===== src/rtl/tlf_pkg.sv =====
`timescale 1ns/1ps
package tlf_pkg;
  typedef enum logic [1:0] {
    FS_IDLE = 2'd0,
    FS_FILL = 2'd1,
    FS_EMIT = 2'd2
  } fill_state_e;
endpackage


===== src/rtl/tlf_ctrl.sv =====
`timescale 1ns/1ps
// Sequencing of one fill: idle, collecting blocks, offering the line.
module tlf_ctrl
  import tlf_pkg::*;
(
  input  logic clk,
  input  logic rst_n,
  input  logic miss_valid,
  input  logic abort,
  input  logic blk_valid,
  input  logic fill_done,
  input  logic line_ready,
  output logic start,
  output logic blk_ready,
  output logic blk_fire,
  output logic busy,
  output logic line_valid
);
  fill_state_e state_q, state_d;

  assign start      = (state_q == FS_IDLE) && miss_valid;
  assign blk_ready  = (state_q == FS_FILL) && !abort;
  assign blk_fire   = blk_ready && blk_valid;
  assign busy       = (state_q != FS_IDLE);
  assign line_valid = (state_q == FS_EMIT);

  always_comb begin
    state_d = state_q;
    unique case (state_q)
      FS_IDLE: if (miss_valid) state_d = FS_FILL;
      FS_FILL: begin
        if (abort)          state_d = FS_IDLE;
        else if (fill_done) state_d = FS_EMIT;
      end
      FS_EMIT: if (line_ready) state_d = FS_IDLE;
      default: state_d = FS_IDLE;
    endcase
  end

  always_ff @(posedge clk or negedge rst_n) begin
    if (!rst_n) state_q <= FS_IDLE;
    else        state_q <= state_d;
  end
endmodule


===== src/rtl/tlf_merge.sv =====
`timescale 1ns/1ps
// Word accounting: how much of an incoming block fits and where it stops.
module tlf_merge #(
  parameter int ADDR_W      = 32,
  parameter int FILL_N      = 16,
  parameter int LEN_W       = 5,
  parameter int INSTR_BYTES = 4,
  localparam int CNT_W      = $clog2(FILL_N + 1),
  localparam int SW         = ((CNT_W > LEN_W) ? CNT_W : LEN_W) + 1
) (
  input  logic              clk,
  input  logic              rst_n,
  input  logic              start,
  input  logic              fire,
  input  logic [LEN_W-1:0]  blk_len,
  input  logic [ADDR_W-1:0] blk_addr,
  output logic [CNT_W-1:0]  cnt,
  output logic              whole,
  output logic              done_cnt,
  output logic [ADDR_W-1:0] seq_addr
);
  logic [SW-1:0] room, len_x, take;

  always_comb begin
    room     = SW'(FILL_N) - SW'(cnt);
    len_x    = SW'(blk_len);
    whole    = (len_x <= room);
    take     = whole ? len_x : room;
    done_cnt = ((SW'(cnt) + take) == SW'(FILL_N));
    seq_addr = blk_addr + (ADDR_W'(take) * ADDR_W'(INSTR_BYTES));
  end

  always_ff @(posedge clk or negedge rst_n) begin
    if (!rst_n)     cnt <= '0;
    else if (start) cnt <= '0;
    else if (fire)  cnt <= cnt + CNT_W'(take);
  end
endmodule


===== src/rtl/tlf_branch.sv =====
`timescale 1ns/1ps
// Incremental branch bookkeeping: direction flags and internal-branch mask.
module tlf_branch #(
  parameter int FILL_M = 3,
  localparam int NBR_W = $clog2(FILL_M + 1)
) (
  input  logic              clk,
  input  logic              rst_n,
  input  logic              start,
  input  logic              br_add,
  input  logic              taken,
  output logic [FILL_M-1:0] flags,
  output logic [FILL_M-1:0] mask,
  output logic [NBR_W-1:0]  nbr,
  output logic              done_br
);
  assign done_br = br_add && (nbr == NBR_W'(FILL_M - 1));

  always_ff @(posedge clk or negedge rst_n) begin
    if (!rst_n)      nbr <= '0;
    else if (start)  nbr <= '0;
    else if (br_add) nbr <= nbr + 1'b1;
  end

  for (genvar i = 0; i < FILL_M; i++) begin : g_slot
    // Slot i takes the direction of the branch recorded while nbr == i.
    always_ff @(posedge clk or negedge rst_n) begin
      if (!rst_n)                                flags[i] <= 1'b0;
      else if (start)                            flags[i] <= 1'b0;
      else if (br_add && nbr == NBR_W'(i))       flags[i] <= taken;
    end
    // Slot i becomes internal once a later branch follows it.
    always_ff @(posedge clk or negedge rst_n) begin
      if (!rst_n)                                mask[i] <= 1'b0;
      else if (start)                            mask[i] <= 1'b0;
      else if (br_add && nbr == NBR_W'(i + 1))   mask[i] <= 1'b1;
    end
  end
endmodule


===== src/rtl/tlf_exit.sv =====
`timescale 1ns/1ps
// Tag capture at start; exit addresses resolved only when the fill closes.
module tlf_exit #(
  parameter int ADDR_W = 32
) (
  input  logic              clk,
  input  logic              rst_n,
  input  logic              start,
  input  logic [ADDR_W-1:0] miss_addr,
  input  logic              done,
  input  logic              br_exit,
  input  logic [ADDR_W-1:0] blk_target,
  input  logic [ADDR_W-1:0] blk_fallthru,
  input  logic [ADDR_W-1:0] seq_addr,
  output logic [ADDR_W-1:0] tag,
  output logic [ADDR_W-1:0] target,
  output logic [ADDR_W-1:0] fallthru
);
  always_ff @(posedge clk or negedge rst_n) begin
    if (!rst_n)     tag <= '0;
    else if (start) tag <= miss_addr;
  end

  always_ff @(posedge clk or negedge rst_n) begin
    if (!rst_n) begin
      target   <= '0;
      fallthru <= '0;
    end else if (done) begin
      target   <= br_exit ? blk_target   : seq_addr;
      fallthru <= br_exit ? blk_fallthru : seq_addr;
    end
  end
endmodule


===== src/rtl/trace_line_fill.sv =====
`timescale 1ns/1ps
module trace_line_fill #(
  parameter int ADDR_W      = 32,
  parameter int FILL_N      = 16,
  parameter int FILL_M      = 3,
  parameter int LEN_W       = 5,
  parameter int INSTR_BYTES = 4,
  localparam int CNT_W      = $clog2(FILL_N + 1),
  localparam int NBR_W      = $clog2(FILL_M + 1)
) (
  input  logic              clk,
  input  logic              rst_n,
  input  logic              miss_valid,
  input  logic [ADDR_W-1:0] miss_addr,
  output logic              busy,
  input  logic              abort,
  input  logic              blk_valid,
  output logic              blk_ready,
  input  logic [ADDR_W-1:0] blk_addr,
  input  logic [LEN_W-1:0]  blk_len,
  input  logic              blk_has_br,
  input  logic              blk_taken,
  input  logic [ADDR_W-1:0] blk_target,
  input  logic [ADDR_W-1:0] blk_fallthru,
  output logic              line_valid,
  input  logic              line_ready,
  output logic [ADDR_W-1:0] line_tag,
  output logic [CNT_W-1:0]  line_len,
  output logic [NBR_W-1:0]  line_nbr,
  output logic [FILL_M-1:0] line_flags,
  output logic [FILL_M-1:0] line_mask,
  output logic [ADDR_W-1:0] line_target,
  output logic [ADDR_W-1:0] line_fallthru
);
  logic start, blk_fire, fill_done;
  logic whole, done_cnt, done_br, br_add;
  logic [ADDR_W-1:0] seq_addr;

  // A branch counts only if its whole block fits in the line.
  assign br_add    = blk_fire && whole && blk_has_br;
  assign fill_done = blk_fire && (done_cnt || done_br);

  tlf_ctrl u_ctrl (
    .clk        (clk),
    .rst_n      (rst_n),
    .miss_valid (miss_valid),
    .abort      (abort),
    .blk_valid  (blk_valid),
    .fill_done  (fill_done),
    .line_ready (line_ready),
    .start      (start),
    .blk_ready  (blk_ready),
    .blk_fire   (blk_fire),
    .busy       (busy),
    .line_valid (line_valid)
  );

  tlf_merge #(
    .ADDR_W      (ADDR_W),
    .FILL_N      (FILL_N),
    .LEN_W       (LEN_W),
    .INSTR_BYTES (INSTR_BYTES)
  ) u_merge (
    .clk      (clk),
    .rst_n    (rst_n),
    .start    (start),
    .fire     (blk_fire),
    .blk_len  (blk_len),
    .blk_addr (blk_addr),
    .cnt      (line_len),
    .whole    (whole),
    .done_cnt (done_cnt),
    .seq_addr (seq_addr)
  );

  tlf_branch #(
    .FILL_M (FILL_M)
  ) u_branch (
    .clk     (clk),
    .rst_n   (rst_n),
    .start   (start),
    .br_add  (br_add),
    .taken   (blk_taken),
    .flags   (line_flags),
    .mask    (line_mask),
    .nbr     (line_nbr),
    .done_br (done_br)
  );

  tlf_exit #(
    .ADDR_W (ADDR_W)
  ) u_exit (
    .clk          (clk),
    .rst_n        (rst_n),
    .start        (start),
    .miss_addr    (miss_addr),
    .done         (fill_done),
    .br_exit      (br_add),
    .blk_target   (blk_target),
    .blk_fallthru (blk_fallthru),
    .seq_addr     (seq_addr),
    .tag          (line_tag),
    .target       (line_target),
    .fallthru     (line_fallthru)
  );
endmodule


===== config.mk =====
export PLATFORM = sky130hd
export DESIGN_NAME = trace_line_fill
export DESIGN_NICKNAME = d
export VERILOG_FILES = /design/src/rtl/tlf_pkg.sv /design/src/rtl/tlf_ctrl.sv /design/src/rtl/tlf_merge.sv /design/src/rtl/tlf_branch.sv /design/src/rtl/tlf_exit.sv /design/src/rtl/trace_line_fill.sv
export SDC_FILE = /design/constraint.sdc
export NUM_CORES = 1
export LEC_CHECK = 0
export ABC_AREA = 1
export BUFFER_PORTS_ARGS = -buffer_cell sky130_fd_sc_hd__buf_2
export CORE_MARGIN = 2
export CORE_UTILIZATION = 50
export DETAILED_ROUTE_END_ITERATION = 10
export PLACE_DENSITY = 0.87
export RECOVER_POWER = 25
export SLEW_MARGIN = 30
export SYNTH_ARGS = -nofsm -noshare
export SYNTH_HDL_FRONTEND = slang
export SYNTH_SLANG_ARGS = --single-unit

===== constraint.sdc =====
create_clock -name clk -period 8.1 [get_ports clk]
set_clock_uncertainty 0.15 [all_clocks]
set_input_delay 1.62 -clock clk [delete_from_list [all_inputs] [get_ports clk]]
set_output_delay 1.62 -clock clk [all_outputs]
set_load 0.05 [all_outputs]

* Yosys cells after proc, flatten, opt, wreduce, memory -nomap -nowiden
Index checks and enable logic that the tools add are counted.
** Word-level totals
- Output and inout bits :: 112
- Word-level logic and storage cells :: 73
- Bits of input ports :: 141
- Register bits :: 111
** Cells by class
- Equal/unequal tests :: 9
- Multiplexer cells :: 24
- Reductions and logical operators :: 22
- Order comparisons :: 1
- Add/subtract/negate cells :: 5
** Operator list (number)
- 32-bit 2-to-1 mux :: 2
- 32-bit by 8-bit adder with 32-bit output :: 1
- 2-bit nonzero test :: 7
- 1-bit 2-to-1 mux :: 12
- 2-bit 2-to-1 mux :: 6
- 1-bit logical AND :: 10
- 5-bit 2-to-1 mux :: 2
- 5-bit by 6-bit adder with 6-bit output :: 1
- 2-bit == test, second input constant :: 3
- 6-bit by 5-bit == test with 1-bit output, second input constant :: 1
- 5-bit by 6-bit less-or-equal comparator with 1-bit output :: 1
- 6-bit 2-to-1 mux :: 1
- 2-bit case mux with 3 select lines :: 1
- 5-bit by 5-bit subtractor with 6-bit output, first input constant :: 1
- 5-bit adder :: 1
- 2-bit by 1-bit == test with 1-bit output, second input constant :: 2
- 2-bit logical NOT :: 2
- 3-bit inequality test, second input constant :: 1
- 3-bit AND reduction :: 1
- 2-bit by 1-bit adder with 2-bit output, second input constant :: 1
- 2-bit by 1-bit inequality test with 1-bit output, second input constant :: 1
- 2-bit inequality test, second input constant :: 1
- 1-bit logical NOT :: 1
- 1-bit logical OR :: 1

* Depth between registers and ports, before layout
Gate-level depths: netlist (run 1).
- Depth after elaboration :: 11
- Depth in mapped cells :: 29

* Modules after synthesis
A second synthesis (run 1) with hierarchy kept.
** Unflattened totals
- Cell total of the unflattened synthesis :: 970
- Area, all modules :: 6702.7 um2
** Modules (own cells, without submodules)
- tlf_exit :: instances 1, area each 4372.9 um2, sequential area each 2402.3 um2, cells an instance 576
- tlf_merge :: instances 1, area each 1784.2 um2, sequential area each 125.1 um2, cells an instance 325
- tlf_branch :: instances 1, area each 386.6 um2, sequential area each 200.2 um2, cells an instance 45
- tlf_ctrl :: instances 1, area each 140.1 um2, sequential area each 50.0 um2, cells an instance 19
- trace_line_fill :: instances 1, area each 18.8 um2, sequential area each 0.0 um2, cells an instance 5

* Worst setup path before layout (run 1)
No wires, ideal clock.
- Kind :: input port to flip-flop
- Start point :: input blk_len[1]
- End point :: register u_exit.fallthru[10]
- Arrival :: 4.358 ns
- Cell stages on the path :: 20
- Data required time :: 7.831 ns
- Setup time :: 0.119 ns
- Slack :: 3.472 ns
- Cells stage by stage :: ha_1 -> inv_1 -> o21bai_1 -> nand2_1 -> nand2_1 -> nand2_1 -> nand2_1 -> nand2_2 -> clkbuf_1 -> o21ai_0 -> inv_1 -> fa_1 -> inv_1 -> nor4_2 -> nand3_1 -> nand2_2 -> inv_2 -> buf_2 -> nand2_1 -> nand2_1
** On the way
- Word-level cells in the longest chain between the ends :: 6
- Elaborated cells between the ends (all ways) :: 11
- Those cells by class :: 2 x add/sub; 1 x order compare; 1 x eq/ne; 2 x mux; 5 x reduce/logical
** RTL lines
- start, declared :: RTL line trace_line_fill.sv:20 : input logic [LEN_W-1:0] blk_len,
- branches (longest 6 deep; another with 32-bit by 8-bit adder with 32-bit output)
- end signal, assigned :: RTL line tlf_exit.sv:30 : fallthru <= br_exit ? blk_fallthru : seq_addr;
- end, declared :: RTL line tlf_exit.sv:17 : output logic [ADDR_W-1:0] fallthru
Several ways; the timed one is not identified.
A chain may end at the register's enable or synchronous reset.

* Worst setup path in the final report (run 1)
- Start point :: input blk_len[1]
- End point :: register u_exit.fallthru[13]
Same word-level chain as after synthesis.

==> results.cfg, run 1 <==
[final_layout]
layout.cells.most_common_list = sky130_fd_sc_hd__nand2_1, sky130_fd_sc_hd__buf_2, sky130_fd_sc_hd__dfrtp_1
design_area_mm2 = 0.008009
most_common_cell_after_layout_fill_and_taps_aside = sky130_fd_sc_hd__nand2_1
synthToLayoutAreaGrowth_pct = 24.07
final_nets = 1329
num-fill-cells = 1135
insertedDiodeCount = 0
drive_above_1_share_pct = 22.16
fin_util_pct = 63.46

[worst_setup_path]
slowest_delay_ps = 540
critical_path_data_required_time_ps = 8230
start_kind = input port
worstPathCellList = buf_2 -> ha_1 -> inv_1 -> o21bai_1 -> nand2_1 -> nand2_1 -> nand2_1 -> nand2_1 -> nand2_2 -> o21ai_0 -> inv_1 -> fa_1 -> o21ai_0 -> xor2_1 -> nand3_1 -> nand2_2 -> buf_4 -> nand2_1 -> nand2_1
critical_path_peak_fanout = 65
library_cell_contributing_the_largest_single_delay_on_the_critical_path = sky130_fd_sc_hd__buf_4
cp_common_cell = sky130_fd_sc_hd__nand2_1
timing_worst_setup_path_type = in2reg
setup_slack_of_the_most_critical_reg_to_reg_path_ps = 3340
worst_setup_path_end_kind = flop
worst-endpoint-arrival_ps = 5270

[place]
gp_congestion = 0.9154
placed_cell_area_mm2 = 0.007749
port_buffers = 252
hpwl_um = 13760

[sta]
drv_slew = 58
max_freq_mhz = 194.4
setup-violations-final = 0
min_clock_period_post_route_ps = 5143
fin_setup_tns_ps = 0
grt_setup_unrepaired = false
fin_crit_sh_pct = 63.50
worstMarginPinSlew_ps = 2907
slew-limit-headroom_pct = -93.79
timing.final.hold_violations = 0

[drt]
drt-wirelength-per-cell_um = 13.56
vias_after_detailed_routing = 6677
totalWireLength_um = 18180
drt_first_pass_iters = 5
post-route-drc-count = 0
detail-route-antenna-nets = 0
drt-initial-drc-count = 399
via_per_inst = 4.979

[synthesis]
xor_xnor_portion_of_the_synthesized_cell_area_pct = 1.628
ys_warn_count = 0
share_of_synthesized_area_occupied_by_flip_flops_and_latches_pct = 43.03
synthesis.area_mm2 = 0.006455
postSynthNetCount = 1094
ys_seq_elements = 111
main_combinational_cell_family_by_area_after_synthesis = simple AND/OR/NAND/NOR gates
synth_compound_gate_area_share_pct = 2.946
synthMuxAreaShare_pct = 0
post_synth_fa_ha_maj_area_fraction_pct = 4.691
post_synth_and_or_nand_nor_area_fraction_pct = 41.09
synth.avg_cell_area_um2 = 6.941
netlist_instances = 930
netlist-cell-type-count = 36

[global_route]
grt_max_degree = 68
grt_util_all_layers_pct = 26.84
grt_overflow_total = 0
grt_first_pass_wirelength_um = 30400
grt_antenna_before_repair = 0
grt_pass1_vias = 6417

[status]
violations = max-capacitance violations, max-slew violations
outcome = complete, but fails checks

[floorplan]
dieArea_mm2 = 0.01383
core-area_mm2 = 0.01262
initial_core_util_pct = 51.15
fp-row-count = 41
die_x_um = 117.6
die_height_um = 117.6
floorplan.io_pins = 253

[cts]
post_cts_hold_buffer_count = 0
cts_tree = yes
insertion_delay_ps = 350
numCtsBuffers = 9
cts_root_buffer = sky130_fd_sc_hd__clkbuf_16
clock_sink_count = 111
cts.repair.resized = 0
clkTransAtPathRegs_ps = 70
cts.path.max_buffers = 2
cts_setup_buffers = 0
cts_max_level = 3

[job]
drv_cap = 1

[power]
ir_drop_uv = 307.8
power_leakage_nw = 4.794
power_density_over_the_cells_mw_per_mm2 = 413.6

[hold_path]
min-delay-path-class = reg2reg
logic make-up (layout without fill, tap and decap cells):
group,after synthesis,in the layout
other,1,1
AOI/OAI and AO/OA,34,34
and+or+nand+nor,662,662
buffers and inverters,87,326
xor gates and xnor gates,12,12
adders and majority gates,23,23
DFF,111,111
path summary, 6_finish.rpt:
check / startpoint / end / depth (start not counted)
setup / recovery: blk_len[1] / u_exit.fallthru[13]$_DFFE_PN0P_ / 19
hold / removal: u_exit.fallthru[17]$_DFFE_PN0P_ / u_exit.fallthru[17]$_DFFE_PN0P_ / 2
setup reg to reg: u_merge.cnt[1]$_DFFE_PN0P_ / u_exit.fallthru[13]$_DFFE_PN0P_ / 20
hold reg to reg: u_exit.fallthru[17]$_DFFE_PN0P_ / u_exit.fallthru[17]$_DFFE_PN0P_ / 2
max in group asynchronous: rst_n / u_exit.target[26]$_DFFE_PN0P_ / 2
min in group asynchronous: rst_n / u_exit.fallthru[1]$_DFFE_PN0P_ / 1
routing by layer:
| layer | track usage, % | share of wire, % |
|---|---|---|
| met2 | 44.84 | 47 |
| met1 | 34.07 | 43 |
| met4 | 9.789 | 2.0 |
| met3 | 6.202 | 7.9 |
| met5 | 0 | 0 |
flip-flops by register name, indices dropped and copies added, names as in the netlist:
signal	flops
u_branch.mask	3
u_branch.flags	3
u_exit.fallthru	32
u_merge.cnt	5
u_exit.target	32
u_exit.tag	32
u_ctrl.state_q	2
u_branch.nbr	2
per-stage QoR:
step	setup WS [ps]	cells	power (mW)	hold WS, ps
detailed placement	2642	1326	2.878	303.5
finish	2957	1341	3.313	321.1
CTS	3014	1341	3.335	321.0
global route	2578	1341	3.543	342.6
floorplan	3472	930	2.405	405.3
global placement	2793	1326	2.834	298.6
power breakdown:
group          internal [mW]  total (mW)  leakage [nW]  switching [mW]
Clock                  0.247       0.448         0.141           0.201
Sequential             0.770       0.900          1.46           0.130
Combinational          0.477        1.96          3.19            1.49
area by class of cell:
class,count,area (µm²),share of cell area [%]
clock inverters,5,58.81,0.7343
well taps,172,215.2,2.687
clock buffers,10,239.0,2.984
flip-flops and latches,111,2778,34.68
multi-input cells,732,3254,40.63
repair buffers,255,1249,15.59
inverters,56,215.2,2.687
worst max-delay path: cells and delay by family:
| family | cells | cell delay (ps) |
|---|---|---|
| AOI/OAI and AO/OA | 3 | 910 |
| and+or+nand+nor | 9 | 890 |
| buffers and inverters | 4 | 830 |
| adders and majority gates | 2 | 740 |
| xor gates and xnor gates | 1 | 220 |
synthesized netlist by cell type, drive strengths merged:
cell,count,area share [%]
a31oi,1,0.097
nor4,1,0.19
dfrtp,111,43
conb,1,0.058
nand4,8,0.78
ha,21,4.1
xnor2,1,0.14
nor3b,1,0.12
o22ai,3,0.29
a21oi,6,0.47
fa,2,0.62
o311ai,1,0.14
inv,55,3.2
buf,23,2.8
o21a,1,0.12
clkbuf,8,0.47
nand3b,6,0.70
o21ai,19,1.5
nor2,30,2.0
and2,3,0.29
a22o,1,0.14
o21bai,2,0.23
xor2,11,1.5
nand2,563,33
nor3,4,0.31
clkinv,1,0.058
nand3,42,3.4
or2,4,0.39
(Power assumes the default switching activity.)
==> run 2: changes to the inputs <==
==> constraint.sdc (replaced) <==
create_clock -name clk -period 4.8 [get_ports clk]
set_clock_uncertainty 0.15 [all_clocks]
set_input_delay 0.96 -clock clk [delete_from_list [all_inputs] [get_ports clk]]
set_output_delay 0.96 -clock clk [all_outputs]
set_load 0.05 [all_outputs]
==> results.cfg, run 2 (synthesized netlist as in run 1, its figures left out) <==
[final_layout]
seqCellArea_mm2 = 0.002778
num-fill-cells = 1125
most_common_cell_after_layout_fill_and_taps_aside = sky130_fd_sc_hd__nand2_1
final-instance-count-excl-fill = 1348
largest_registers = u_exit.fallthru (32), u_exit.tag (32), u_exit.target (32)
fin_util_pct = 64.37
layout.cells.most_common_list = sky130_fd_sc_hd__nand2_1, sky130_fd_sc_hd__buf_2, sky130_fd_sc_hd__dfrtp_1
final_nets = 1333
multi_input_comb_area_mm2 = 0.003254
drive_above_1_share_pct = 24.62
synthToLayoutAreaGrowth_pct = 25.84

[cts]
clock_sink_count = 111
clkTransAtPathRegs_ps = 70
cts_setup_buffers = 0
post_cts_hold_buffer_count = 0
numCtsBuffers = 9
insertion_delay_ps = 360
cts_tree = yes
cts_max_level = 3
cts.repair.resized = 0
cts.path.max_buffers = 2
cts_root_buffer = sky130_fd_sc_hd__clkbuf_16

[drt]
via_per_inst = 4.988
drt_first_pass_iters = 5
drt-initial-drc-count = 474
detail-route-antenna-nets = 0
vias_after_detailed_routing = 6724
drt-wirelength-per-cell_um = 13.49
totalWireLength_um = 18180
post-route-drc-count = 0

[floorplan]
die_x_um = 117.6
dieArea_mm2 = 0.01383
initial_core_util_pct = 51.15
fp-row-count = 41
core-area_mm2 = 0.01262
die_height_um = 117.6
floorplan.io_pins = 253

[hold_path]
min-delay-path-class = reg2reg
hold_start = u_exit.fallthru[9]$_DFFE_PN0P_
min_path_cells = 2
min_delay_worst_endpoint = u_exit.fallthru[9]$_DFFE_PN0P_

[global_route]
grt_antenna_before_repair = 2
grt_max_degree = 66
grt_overflow_total = 0
grt_first_pass_wirelength_um = 30300
grt_util_all_layers_pct = 26.89
grt_pass1_vias = 6363

[status]
outcome = complete, but fails checks
violations = max-capacitance violations, max-slew violations

[sta]
grt_setup_unrepaired = false
fin_crit_sh_pct = 90.92
timing.final.hold_violations = 0
max_freq_mhz = 229.1
setup-violations-final = 0
min_clock_period_post_route_ps = 4364
worstMarginPinSlew_ps = 1984
slew-limit-headroom_pct = -32.28
fin_setup_tns_ps = 0
drv_slew = 71

[worst_setup_path]
worst_setup_path_end_kind = flop
start_kind = flop
critical_path_peak_fanout = 65
critical_path_data_required_time_ps = 4950
r2r_end = u_exit.target[25]$_DFFE_PN0P_
timing_worst_setup_path_type = reg2reg
reg2reg_from = u_merge.cnt[1]$_DFFE_PN0P_
worst-endpoint-arrival_ps = 4510
worst_r2r_path_depth = 22
setup_slack_of_the_most_critical_reg_to_reg_path_ps = 440

[power]
ir_drop_uv = 589.2
power_density_over_the_cells_mw_per_mm2 = 701.3
power_leakage_nw = 4.939

[place]
port_buffers = 252
gp_congestion = 0.9261
hpwl_um = 13850
dpl.cell_count = 1330

[job]
drv_cap = 2
[run 2: area by class of cell]
| cell class | count | share of cell area, % |
|---|---|---|
| flip-flops and latches | 111 | 34.20 |
| multi-input cells | 732 | 40.06 |
| diodes | 2 | 0.06161 |
| well taps | 172 | 2.649 |
| repair buffers | 259 | 16.39 |
| inverters | 56 | 2.649 |
| clock buffers | 11 | 2.988 |
| clock inverters | 5 | 1.001 |
[run 2: through the flow]
step	hold slack [ps]	worst slack [ps]	power [mW]	cell area (µm²)
2_1_floorplan	405.3	542.0	4.058	6455
3_3_place_gp	298.9	295.5	4.807	7786
3_5_place_dp	304.0	118.4	4.871	7789
4_1_cts	321.1	115.0	5.705	8113
5_1_grt	334.9	45.17	6.089	8123
6_report	319.3	435.9	5.697	8123
[run 2: worst max-delay path: stages (launching register included)]
cell and delay (ps):
sky130_fd_sc_hd__dfrtp_1 430, sky130_fd_sc_hd__inv_1 180, sky130_fd_sc_hd__ha_1 230, sky130_fd_sc_hd__nand3_1 100, sky130_fd_sc_hd__xor2_1 160, sky130_fd_sc_hd__ha_1 300
sky130_fd_sc_hd__nand2_1 60, sky130_fd_sc_hd__inv_1 70, sky130_fd_sc_hd__nand4_1 70, sky130_fd_sc_hd__and2_1 170, sky130_fd_sc_hd__nand2_2 200, sky130_fd_sc_hd__nand2_1 70
sky130_fd_sc_hd__o21ai_1 150, sky130_fd_sc_hd__ha_1 220, sky130_fd_sc_hd__inv_1 60, sky130_fd_sc_hd__fa_1 520, sky130_fd_sc_hd__inv_1 60, sky130_fd_sc_hd__nor4_2 270
sky130_fd_sc_hd__nand3_1 150, sky130_fd_sc_hd__nand2_2 160, sky130_fd_sc_hd__buf_12 270, sky130_fd_sc_hd__nand2_1 100, sky130_fd_sc_hd__nand2_1 90
[run 2: worst max path at each step]
stage | startpoint | cells after the start | slack (ps) | end
floorplan | u_merge.cnt[1]$_DFFE_PN0P_ | 22 | 540 | u_exit.fallthru[10]$_DFFE_PN0P_
finish | u_merge.cnt[1]$_DFFE_PN0P_ | 22 | 440 | u_exit.target[25]$_DFFE_PN0P_
global placement | blk_len[1] | 20 | 300 | u_exit.target[23]$_DFFE_PN0P_
global route | u_merge.cnt[1]$_DFFE_PN0P_ | 23 | 50 | u_exit.fallthru[19]$_DFFE_PN0P_
CTS | u_merge.cnt[1]$_DFFE_PN0P_ | 21 | 110 | u_exit.target[5]$_DFFE_PN0P_
detailed placement | blk_len[1] | 21 | 120 | u_exit.target[5]$_DFFE_PN0P_
[run 2: report_power, final]
group          total, mW  leakage (nW)  internal, mW  switching (mW)
registers           1.52          1.46          1.30           0.218
logic               3.36          3.32         0.849            2.51
clock network      0.817         0.156         0.472           0.345
total               5.70          4.94          2.62            3.08
[run 2: metal layers]
layer	up-vias	GRT usage, %	part of all wire (%)
met2	289	44.55	46
met5	-	0	0
met3	34	5.669	8.1
met4	0	10.47	2.7
li1	3337	-	-
met1	3064	34.54	43
